===== config.mk =====
export PLATFORM = sky130hd
export DESIGN_NAME = bignum_vec_unit
export DESIGN_NICKNAME = d
export VERILOG_FILES = /design/src/rtl/bnv_pkg.sv /design/src/rtl/bnv_ctrl.sv /design/src/rtl/bnv_dp.sv /design/src/rtl/bignum_vec_unit.sv
export SDC_FILE = /design/constraint.sdc
export NUM_CORES = 1
export LEC_CHECK = 0
export CAP_MARGIN = 30
export CORE_ASPECT_RATIO = 0.8
export CORE_MARGIN = 2
export CORE_UTILIZATION = 50
export DETAILED_ROUTE_END_ITERATION = 6
export DONT_BUFFER_PORTS = 1
export GPL_ROUTABILITY_DRIVEN = 1
export HOLD_SLACK_MARGIN = 0.06
export PLACE_DENSITY_LB_ADDON = 0.2
export SETUP_SLACK_MARGIN = 0.4
export SYNTH_ARGS = -nofsm -noshare
export SYNTH_HDL_FRONTEND = slang
export SYNTH_SLANG_ARGS = --single-unit

===== constraint.sdc =====
create_clock -name clk -period 7.91 [get_ports clk]
set_input_delay 0.791 -clock clk [delete_from_list [all_inputs] [get_ports clk]]
set_output_delay 0.791 -clock clk [all_outputs]
set_load 0.03 [all_outputs]

===== src/rtl/bnv_pkg.sv =====
package bnv_pkg;
  localparam logic [2:0] OP_COPY = 3'd0;
  localparam logic [2:0] OP_CMP  = 3'd1;
  localparam logic [2:0] OP_ADD  = 3'd2;
  localparam logic [2:0] OP_SUB  = 3'd3;
  localparam logic [2:0] OP_LSH  = 3'd4;
  localparam logic [2:0] OP_RSH  = 3'd5;

  // strobes from control to datapath
  typedef struct packed {
    logic clear;    // new operation accepted
    logic capA;     // latch operand A from read data
    logic exec;     // execute and write one word
    logic dataOk;   // read data of this cycle belongs to a real read
    logic publish;  // final edge: update result outputs
    logic down;     // words are processed top to bottom
  } bnvStrobe_t;
endpackage


===== src/rtl/bnv_ctrl.sv =====
module bnv_ctrl
  import bnv_pkg::*;
#(
  parameter int ADDR_W = 11,
  parameter int LEN_W  = 9,
  parameter int SH_W   = 5
) (
  input  logic              clk,
  input  logic              rstN,
  input  logic              start,
  input  logic [2:0]        opIn,
  input  logic              msOneIn,
  input  logic [SH_W-1:0]   shiftIn,
  input  logic [ADDR_W-1:0] aPtrIn,
  input  logic [LEN_W-1:0]  aLenIn,
  input  logic [ADDR_W-1:0] bPtrIn,
  input  logic [LEN_W-1:0]  bLenIn,
  input  logic [ADDR_W-1:0] resPtrIn,
  input  logic              cmpDiff,
  output bnvStrobe_t        strb,
  output logic [2:0]        opQ,
  output logic              msOneQ,
  output logic [SH_W-1:0]   shiftQ,
  output logic              ramRdEn,
  output logic [ADDR_W-1:0] ramRdAddr,
  output logic              ramWrEn,
  output logic [ADDR_W-1:0] ramWrAddr,
  output logic              busy,
  output logic              done
);
  localparam int CNT_W = LEN_W + 1;

  typedef enum logic [2:0] {S_IDLE, S_RDA, S_RDB, S_EXEC, S_EMPTY, S_DONE} state_e;
  state_e state;

  logic [ADDR_W-1:0] aPtrQ, bPtrQ, resPtrQ;
  logic [CNT_W-1:0]  aLenQ, bLenQ, idx, cnt;
  logic [CNT_W-1:0]  maxLen, total;
  logic              downIn, twoIn, downQ, twoQ, rdValidQ;
  logic              accept, finishWord;

  always_comb begin
    maxLen = (aLenIn > bLenIn) ? CNT_W'(aLenIn) : CNT_W'(bLenIn);
    case (opIn)
      OP_CMP, OP_SUB: total = maxLen;
      OP_ADD:         total = maxLen + 1'b1;
      OP_LSH:         total = CNT_W'(aLenIn) + 1'b1;
      default:        total = CNT_W'(aLenIn);
    endcase
    downIn = (opIn == OP_CMP) || (opIn == OP_RSH);
    twoIn  = (opIn == OP_CMP) || (opIn == OP_ADD) || (opIn == OP_SUB);
  end

  assign accept     = start && (state == S_IDLE);
  assign finishWord = (state == S_EXEC) && ((cnt == CNT_W'(1)) || ((opQ == OP_CMP) && cmpDiff));

  always_ff @(posedge clk) begin
    if (!rstN) begin
      state <= S_IDLE;
      aPtrQ <= '0; bPtrQ <= '0; resPtrQ <= '0;
      aLenQ <= '0; bLenQ <= '0; idx <= '0; cnt <= '0;
      opQ <= OP_COPY; msOneQ <= 1'b0; shiftQ <= '0;
      downQ <= 1'b0; twoQ <= 1'b0; rdValidQ <= 1'b0;
    end else begin
      rdValidQ <= ramRdEn;
      case (state)
        S_IDLE: if (accept) begin
          aPtrQ <= aPtrIn; bPtrQ <= bPtrIn; resPtrQ <= resPtrIn;
          aLenQ <= CNT_W'(aLenIn); bLenQ <= CNT_W'(bLenIn);
          opQ <= opIn; msOneQ <= msOneIn; shiftQ <= shiftIn;
          downQ <= downIn; twoQ <= twoIn;
          cnt <= total;
          idx <= downIn ? total - 1'b1 : '0;
          state <= (total == '0) ? S_EMPTY : S_RDA;
        end
        S_RDA: state <= S_RDB;
        S_RDB: state <= S_EXEC;
        S_EXEC: begin
          if (finishWord) state <= S_DONE;
          else begin
            idx   <= downQ ? idx - 1'b1 : idx + 1'b1;
            cnt   <= cnt - 1'b1;
            state <= S_RDA;
          end
        end
        S_EMPTY: state <= S_DONE;
        default: state <= S_IDLE;
      endcase
    end
  end

  always_comb begin
    ramRdEn   = ((state == S_RDA) && (idx < aLenQ)) ||
                ((state == S_RDB) && twoQ && (idx < bLenQ));
    ramRdAddr = ((state == S_RDB) ? bPtrQ : aPtrQ) + ADDR_W'(idx);
    ramWrEn   = (state == S_EXEC) && (opQ != OP_CMP);
    ramWrAddr = resPtrQ + ADDR_W'(idx);
    strb.clear   = accept;
    strb.capA    = (state == S_RDB);
    strb.exec    = (state == S_EXEC);
    strb.dataOk  = rdValidQ;
    strb.publish = finishWord || (state == S_EMPTY);
    strb.down    = downQ;
    busy = (state != S_IDLE);
    done = (state == S_DONE);
  end

  // completion is a single-cycle pulse
  a_r9_done_pulse: assert property (@(posedge clk) disable iff (!rstN) done |=> !done);
  // reads and writes never share a cycle
  a_r12_rw_excl: assert property (@(posedge clk) disable iff (!rstN) !(ramRdEn && ramWrEn));
  // a start while running does not end the run
  a_r10_start_busy: assert property (@(posedge clk) disable iff (!rstN)
    (busy && !done && start) |=> busy);
endmodule


===== src/rtl/bnv_dp.sv =====
module bnv_dp
  import bnv_pkg::*;
#(
  parameter int ADDR_W = 11,
  parameter int DATA_W = 32,
  parameter int SH_W   = 5,
  parameter int MSW_W  = 16
) (
  input  logic              clk,
  input  logic              rstN,
  input  bnvStrobe_t        strb,
  input  logic [2:0]        opQ,
  input  logic              msOneQ,
  input  logic [SH_W-1:0]   shiftQ,
  input  logic [DATA_W-1:0] ramRdData,
  input  logic [ADDR_W-1:0] ramWrAddr,
  output logic [DATA_W-1:0] ramWrData,
  output logic              cmpDiff,
  output logic [2:0]        cmpFlags,
  output logic [MSW_W-1:0]  mswStatus,
  output logic [SH_W-1:0]   msBitPos
);
  localparam logic [MSW_W-1:0] ZERO_MSW = MSW_W'(1) << (MSW_W - 1);

  function automatic logic [SH_W-1:0] topBit(input logic [DATA_W-1:0] v);
    logic [SH_W-1:0] r;
    r = '0;
    for (int i = 0; i < DATA_W; i++) if (v[i]) r = SH_W'(i);
    return r;
  endfunction

  logic [DATA_W-1:0]   aWord, prevWord, opB, res;
  logic                carry, carryNext, cmpGt;
  logic [DATA_W:0]     sumW, difW;
  logic [2*DATA_W-1:0] lshW, rshW;
  logic                found, foundN, take;
  logic [ADDR_W-1:0]   trkAddr, addrN;
  logic [SH_W-1:0]     trkBit, bitN;
  logic [MSW_W-1:0]    mswNext;

  always_comb begin
    opB  = strb.dataOk ? ramRdData : '0;
    sumW = {1'b0, aWord} + {1'b0, opB} + (DATA_W+1)'(carry);
    difW = {1'b0, aWord} - {1'b0, opB} - (DATA_W+1)'(carry);
    lshW = {aWord, prevWord} << shiftQ;
    rshW = {prevWord, aWord} >> shiftQ;
    carryNext = 1'b0;
    case (opQ)
      OP_ADD: begin res = sumW[DATA_W-1:0]; carryNext = sumW[DATA_W]; end
      OP_SUB: begin res = difW[DATA_W-1:0]; carryNext = difW[DATA_W]; end
      OP_LSH: res = lshW[2*DATA_W-1:DATA_W];
      OP_RSH: res = rshW[DATA_W-1:0];
      default: res = aWord;
    endcase
    cmpDiff = (aWord != opB);
    cmpGt   = (aWord > opB);
    take    = strb.exec && (opQ != OP_CMP) && (res != '0) && (!strb.down || !found);
    foundN  = found || take;
    addrN   = take ? ramWrAddr : trkAddr;
    bitN    = take ? topBit(res) : trkBit;
    mswNext = '0;
    mswNext[ADDR_W-1:0] = addrN;
    if (!foundN) mswNext = ZERO_MSW;
  end

  assign ramWrData = res;

  always_ff @(posedge clk) begin
    if (!rstN) begin
      aWord <= '0; prevWord <= '0; carry <= 1'b0;
      found <= 1'b0; trkAddr <= '0; trkBit <= '0;
      cmpFlags <= '0; mswStatus <= ZERO_MSW; msBitPos <= '0;
    end else begin
      if (strb.clear) begin
        prevWord <= '0; carry <= 1'b0;
        found <= 1'b0; trkAddr <= '0; trkBit <= '0;
      end
      if (strb.capA) aWord <= strb.dataOk ? ramRdData : '0;
      if (strb.exec) begin
        carry <= carryNext; prevWord <= aWord;
        found <= foundN; trkAddr <= addrN; trkBit <= bitN;
      end
      if (strb.publish) begin
        if (opQ == OP_CMP)
          cmpFlags <= (strb.exec && cmpDiff) ? (cmpGt ? 3'b100 : 3'b010) : 3'b001;
        else begin
          mswStatus <= mswNext;
          if (msOneQ) msBitPos <= foundN ? bitN : '0;
        end
      end
    end
  end

  // result outputs hold unless the control publishes
  a_r8_msw_hold: assert property (@(posedge clk) disable iff (!rstN)
    !strb.publish |=> $stable(mswStatus));
  a_r8_cmp_hold: assert property (@(posedge clk) disable iff (!rstN)
    !strb.publish |=> $stable(cmpFlags));
  a_r8_bit_hold: assert property (@(posedge clk) disable iff (!rstN)
    !strb.publish |=> $stable(msBitPos));
  // compare outcome is never multi-hot
  a_r5_cmp_onehot: assert property (@(posedge clk) disable iff (!rstN) $onehot0(cmpFlags));
  // a zero result carries a cleared address field
  a_r6_zero_addr: assert property (@(posedge clk) disable iff (!rstN)
    mswStatus[MSW_W-1] |-> (mswStatus[ADDR_W-1:0] == '0));
endmodule


===== src/rtl/bignum_vec_unit.sv =====
module bignum_vec_unit
  import bnv_pkg::*;
#(
  parameter int ADDR_W = 11,
  parameter int LEN_W  = 9,
  parameter int DATA_W = 32,
  parameter int MSW_W  = 16
) (
  input  logic                       clk,
  input  logic                       rstN,
  input  logic                       start,
  input  logic [2:0]                 opSel,
  input  logic                       msOneReq,
  input  logic [$clog2(DATA_W)-1:0]  shiftAmt,
  input  logic [ADDR_W-1:0]          aPtr,
  input  logic [LEN_W-1:0]           aLen,
  input  logic [ADDR_W-1:0]          bPtr,
  input  logic [LEN_W-1:0]           bLen,
  input  logic [ADDR_W-1:0]          resPtr,
  output logic                       ramRdEn,
  output logic [ADDR_W-1:0]          ramRdAddr,
  input  logic [DATA_W-1:0]          ramRdData,
  output logic                       ramWrEn,
  output logic [ADDR_W-1:0]          ramWrAddr,
  output logic [DATA_W-1:0]          ramWrData,
  output logic                       busy,
  output logic                       done,
  output logic [2:0]                 cmpFlags,
  output logic [MSW_W-1:0]           mswStatus,
  output logic [$clog2(DATA_W)-1:0]  msBitPos
);
  localparam int SH_W = $clog2(DATA_W);

  bnvStrobe_t      strb;
  logic [2:0]      opQ;
  logic            msOneQ, cmpDiff;
  logic [SH_W-1:0] shiftQ;

  bnv_ctrl #(.ADDR_W(ADDR_W), .LEN_W(LEN_W), .SH_W(SH_W)) u_ctrl (
    .clk(clk), .rstN(rstN), .start(start), .opIn(opSel), .msOneIn(msOneReq),
    .shiftIn(shiftAmt), .aPtrIn(aPtr), .aLenIn(aLen), .bPtrIn(bPtr), .bLenIn(bLen),
    .resPtrIn(resPtr), .cmpDiff(cmpDiff), .strb(strb), .opQ(opQ), .msOneQ(msOneQ),
    .shiftQ(shiftQ), .ramRdEn(ramRdEn), .ramRdAddr(ramRdAddr), .ramWrEn(ramWrEn),
    .ramWrAddr(ramWrAddr), .busy(busy), .done(done)
  );

  bnv_dp #(.ADDR_W(ADDR_W), .DATA_W(DATA_W), .SH_W(SH_W), .MSW_W(MSW_W)) u_dp (
    .clk(clk), .rstN(rstN), .strb(strb), .opQ(opQ), .msOneQ(msOneQ), .shiftQ(shiftQ),
    .ramRdData(ramRdData), .ramWrAddr(ramWrAddr), .ramWrData(ramWrData),
    .cmpDiff(cmpDiff), .cmpFlags(cmpFlags), .mswStatus(mswStatus), .msBitPos(msBitPos)
  );
endmodule


* Word-level counts from Yosys, hierarchy flattened
Index checks and enable logic that the tools add are counted.
Storage, ports and cells: flip-flop bits (word level) 192, input bits 95, output and inout port bits 82, word-level logic and storage cells 158
Operators by class: add/sub/neg operators 12, magnitude comparators 4, eq/ne operators 20, shifts and indexed selects 2, mux-type cells 64, bitwise operators 1, reductions and logical operators 32
Operators by type and width (count):
- one-hot mux 32 bit (4 select lines) | 1
- two-way mux 5 bit | 20
- two-way mux 32 bit | 3
- left shift 64 x 5 -> 64 bit | 1
- >> shifter 64 x 5 -> 32 bit | 1
- two-way mux 10 bit | 6
- two-way mux 11 bit | 4
- one-hot mux 10 bit (2 select lines) | 2
- adder 32 x 32 -> 33 bit | 1
- adder 33 x 1 -> 33 bit | 1
- subtractor 32 x 32 -> 33 bit | 1
- subtractor 33 x 1 -> 33 bit | 1
- > comparator 32 bit | 1
- two-way mux 4 bit | 8
- inequality test 32 bit | 1
- nonzero test 32 bit | 1
- one-hot mux 10 bit (3 select lines) | 1
- subtractor 10 x 1 -> 10 bit (second input constant) | 3
- two-way mux 3 bit | 9
- adder 11 x 10 -> 11 bit | 2
- adder 10 x 1 -> 10 bit (second input constant) | 2
- < comparator 10 x 9 -> 1 bit | 2
- == test 3 x 2 -> 1 bit (second input constant) | 6
- == test 3 bit (second input constant) | 6
- 24 further kinds | 51

* Logic depth before layout (Yosys ltp)
word-level depth 37, mapped depth 24

* Modules after synthesis
From an unflattened synthesis, not the netlist that was laid out.
Unflattened totals: cells, all modules 3392, area, all modules 25892.3 µm²
By module, submodules not included:
- bnv_dp | times used 1, cells each 2573, area an instance 19626.3 µm², sequential area each 2042.0 µm²
- bnv_ctrl | times used 1, cells each 819, area an instance 6266.0 µm², sequential area each 1721.7 µm²

* Least setup slack after synthesis
Ideal clock, no wire load.
path type in2reg, start point input ramRdData[0], end point register u_dp.mswStatus[10], data arrival time 5.563 ns, data required time 7.839 ns, path slack 2.276 ns, stages 19, path buffers 1, cells stage by stage nand2_1 xnor2_1 ha_1 or2_2 fa_1 nand2b_1 a31o_1 a211o_1 a21oi_2 o21ai_0 o211a_1 o32ai_1 nand4b_4 nor2_4 and3_1 a21oi_1 o211ai_1 buf_4 o21ai_1
On the way: word-level cells in the longest chain between the ends 9
Ends and longest elaborated chain:
- start: declaration | line bignum_vec_unit.sv:22 | input logic [DATA_W-1:0] ramRdData,
- two-way mux 32 bit (*) | line bnv_dp.sv:42 | opB = strb.dataOk ? ramRdData : '0;
- subtractor 32 x 32 -> 33 bit or adder 32 x 32 -> 33 bit (tied branches) | line bnv_dp.sv:44, bnv_dp.sv:43
- subtractor 33 x 1 -> 33 bit or adder 33 x 1 -> 33 bit (tied branches) | line bnv_dp.sv:44, bnv_dp.sv:43
- one-hot mux 32 bit (4 select lines) (*) | line bnv_dp.sv:48 | case (opQ)
- named net ramWrData[22] | line bignum_vec_unit.sv:25 | output logic [DATA_W-1:0] ramWrData,
- nonzero test 32 bit (*) | line bnv_dp.sv:57 | take = strb.exec && (opQ != OP_CMP) && (res != '0) && (!strb.down || !found);
- logical AND 1 bit (*) (2 in series) | line bnv_dp.sv:57
- two-way mux 11 bit or logical OR 1 bit (tied branches) | line bnv_dp.sv:59, bnv_dp.sv:58
- two-way mux 16 bit (*) | line bnv_dp.sv:63 | if (!foundN) mswNext = ZERO_MSW;
- end signal: assignment | line bnv_dp.sv:87 | mswStatus <= mswNext;
- end: declaration | line bnv_dp.sv:20 | output logic [MSW_W-1:0] mswStatus,
The timed path passes the listed nets; every way through them passes the cells marked *. A chain may end at the register's enable or synchronous reset.

* Worst setup path after layout
start point register u_ctrl.shiftQ[2], end point register u_dp.trkBit[0]
RTL lines:
- start: declaration | line bnv_ctrl.sv:23 | output logic [SH_W-1:0] shiftQ,
- start signal: assignment | line bnv_ctrl.sv:70 | opQ <= opIn; msOneQ <= msOneIn; shiftQ <= shiftIn;
- >> shifter 64 x 5 -> 32 bit or left shift 64 x 5 -> 64 bit (tied branches) | line bnv_dp.sv:46, bnv_dp.sv:45
- one-hot mux 32 bit (4 select lines) (*) | line bnv_dp.sv:48
- named net ramWrData[20] | line bignum_vec_unit.sv:25
- two-way mux 5 bit (12 in series) | line bnv_dp.sv:28 | for (int i = 0; i < DATA_W; i++) if (v[i]) r = SH_W'(i);
- two-way mux 5 bit (*) | line bnv_dp.sv:60 | bitN = take ? topBit(res) : trkBit;
- two-way mux 5 bit (*) | line bnv_dp.sv:79 | if (strb.exec) begin
- end signal: assignment | line bnv_dp.sv:81 | found <= foundN; trkAddr <= addrN; trkBit <= bitN;
- end: declaration | line bnv_dp.sv:38 | logic [SH_W-1:0] trkBit, bitN;
Marks and branches as above.

==> reports/qor.txt <==
outcome: complete, but fails checks
violated checks: DRC, slew limit
crit end category: register
initial antenna violation count: 7
port buffer count: 0
Setup Skew: 14.0 ps
Avg WL per Cell: 30.8 um
Boundary Pins: 177
final instance area: 26200 um^2
Routed WL: 120000 um
routed vias: 27900
Required @ worst endpoint: 8350 ps
predominant post-synthesis flop cell: dfxtp_1
CTS tree: built
Post-Syn Instances: 3382
Post-synth EDFFs: 0
static leakage: 10.1 nW
Final Hold Viols: 0
count leader, synth: nand2_1
Worst-path clk slew: 80 ps
Die X: 256 um
synthesized area: 25400 um^2
Residual DRC: 6
Seq/Total Area, Yosys: 14.8%
Die ar.: 52600 um^2
Post-synth ARST share: 0%
final setup fails: 0
total negative slack: 0 ps
synth warn: 0
Die Height: 205 um
r2r endpoint: u_dp.trkBit[0]
Post-CTS Setup Bufs: 0
CTS Buf Count: 17
CTS resizes: 0
Hold EP: u_dp.mswStatus[15]
Via density: 7.15
number of cells on the worst reg-to-reg path: 15
maximum vdd ir drop: 144 uV
placed cell areas: 25500 um^2
final net count: 3505
DRT iter0 DRCs: 4111
gr ovfl total: 0
gpl congestion: 1.11
min-delay src: rstN
RSZ-0062 raised after global routing: false
Starting Density: 50.9%
fill cell count: 4850
vias in the first global route: 25500
worst min-delay path category: in2reg
Hold Crit Depth: 1
fin crit share: 84.8%
area fraction of the dominant cell type after synthesis: 14.8%
Slew Limit Fails: 2
worst setup path startpoint: u_ctrl.shiftQ[2]
fin crit period: 6710 ps
synth-to-layout area growth: 3.14%
Yosys reg bits: 188
fraction of layout cells with a size suffix above 1: 10.7%
hpwl dp: 91100 um
Rows: 73
H-Tree Depth: 4
clk sinks: 188
CORE AREA: 49900 um^2
syn avg cell area: 7.50 um^2
GRT Util Overall: 44.1%
P per Cell Area: 168 nW/um^2
Max-cap violations: 0
CP max FO: 41
antenna violation net count after detailed routing: 0
clock latency on the worst-skew pair: 500 ps
Data arrival, critical path: 7150 ps
Cell variety after synth: 115
max_slew headroom: -2.71%
first drt pass iteration count: 7
Hold-fix buffers, CTS: 0
Longest Clk Path Bufs: 2
cell taking the most area after synthesis: dfxtp_1
WS Path Type: reg2reg
Reg-to-Reg Start: u_ctrl.shiftQ[2]
Worst Tran Pin Value: 1540 ps
slack of the worst reg-to-reg path: 1200 ps
fmax: 149 MHz
Clock Tree Root: clkbuf_16
largest net degree at the start of global routing: 93
Synth top cells by count: nand2_1, a21oi_1, nor2_1
largest cells by area after synthesis: dfxtp_1, ha_1, mux4_2, nand2_1, mux2i_1
global-route wire length before repair: 173000 um
Startpoint Class: register
-- area by class of cell --
cell class                 count  area [um^2]  share of cell area (%)
clock buffer                  18          439                    1.68
antenna                        1         2.50                 0.00956
tap                          675          845                    3.23
sequential                   188         3780                    14.4
inverter                     221          832                    3.18
multi-input combinational   2694        19400                    74.2
timing repair buffer          86          711                    2.72
clock inverter                14          140                   0.536
-- cell families (layout without fill, tap and decap cells) --
| group | Yosys count | count (layout) | synth area share, % |
|---|---|---|---|
| AO/OA/AOI/OAI | 963 | 963 | 25.2 |
| other | 1 | 5 | 0.0148 |
| XOR/XNOR | 58 | 58 | 2.00 |
| adder cells (fa/ha/maj) | 202 | 202 | 10.1 |
| flip-flops | 188 | 188 | 14.8 |
| buffers and inverters | 503 | 339 | 8.99 |
| multiplexers | 328 | 328 | 17.8 |
| AND/OR/NAND/NOR | 1139 | 1139 | 21.0 |
-- worst max path at each step --
stage / end
6_report: u_dp.trkBit[0]
3_5_place_dp: u_dp.trkAddr[1]
3_3_place_gp: u_dp.trkAddr[0]
2_1_floorplan: u_dp.mswStatus[10]
4_1_cts: u_dp.trkAddr[1]
5_1_grt: u_dp.trkAddr[0]
-- per-layer routing --
metal	vias to the layer above	GRT usage (%)	part of all wire (%)
met3	443	17.9	15
met1	13300	60.0	41
li1	12000	-	-
met5	-	1.20	0.12
met4	12	19.6	5.2
met2	2063	60.5	39
-- where the power goes --
group	internal, mW	switching, mW
combinational	0.761	1.61
clock	0.429	0.467
sequential	1.00	0.117
total	2.19	2.20
-- worst max-delay path, stage by stage (launching register included) --
cell	delay, ps
dfxtp_4	760
buf_4	520
mux2i_1	630
nor2b_1	210
a211oi_1	90
a222oi_1	1320
nor2_1	70
or4_4	650
o32ai_4	440
inv_1	270
a21oi_1	200
o21bai_1	80
a211o_1	290
a21oi_1	730
nor2b_1	230
o21a_1	110
-- sequential cells by signal (all words and copies together), names as in the netlist, 3 cells and up --
name / cells
u_ctrl.aLenQ: 9
u_ctrl.aPtrQ: 11
u_ctrl.bLenQ: 9
u_ctrl.bPtrQ: 11
u_ctrl.cnt: 10
u_ctrl.idx: 10
u_ctrl.opQ: 3
u_ctrl.resPtrQ: 11
u_ctrl.shiftQ: 5
u_ctrl.state: 3
u_dp.aWord: 32
u_dp.cmpFlags: 3
u_dp.msBitPos: 5
u_dp.mswStatus: 12
u_dp.prevWord: 32
u_dp.trkAddr: 11
u_dp.trkBit: 5
-- placed cells by master (no fill, tap or decap), types with 39 or more instances in the layout --
cell type | Yosys | layout
nand2b_1 | 44 | 43
a21oi_1 | 310 | 310
nor2_1 | 232 | 229
dfxtp_1 | 188 | 184
a211oi_1 | 39 | 39
nor3_1 | 76 | 75
inv_1 | 218 | 217
nand3_1 | 99 | 98
o21ai_0 | 121 | 121
xnor2_1 | 49 | 49
mux2i_1 | 168 | 168
nand2_1 | 457 | 456
buf_4 | 25 | 74
mux2_2 | 58 | 58
o22ai_1 | 58 | 58
mux4_2 | 89 | 89
ha_1 | 197 | 197
-- per-stage QoR --
step / utilization (%) / hold WS [ps] / std cells / setup slack (ps) / power (mW)
4_1_cts: 52.4 / 383 / 3894 / 1470 / 4.29
6_report: 52.5 / 410 / 3897 / 1200 / 4.39
2_1_floorplan: - / 432 / 3385 / 2280 / 2.75
3_5_place_dp: 51.2 / 447 / 3862 / 1520 / 3.39
5_1_grt: 52.5 / 397 / 3896 / 943 / 4.55
3_3_place_gp: 51.1 / 439 / 3855 / 1620 / 3.36
No activity file was read; power rests on OpenSTA's default activity.
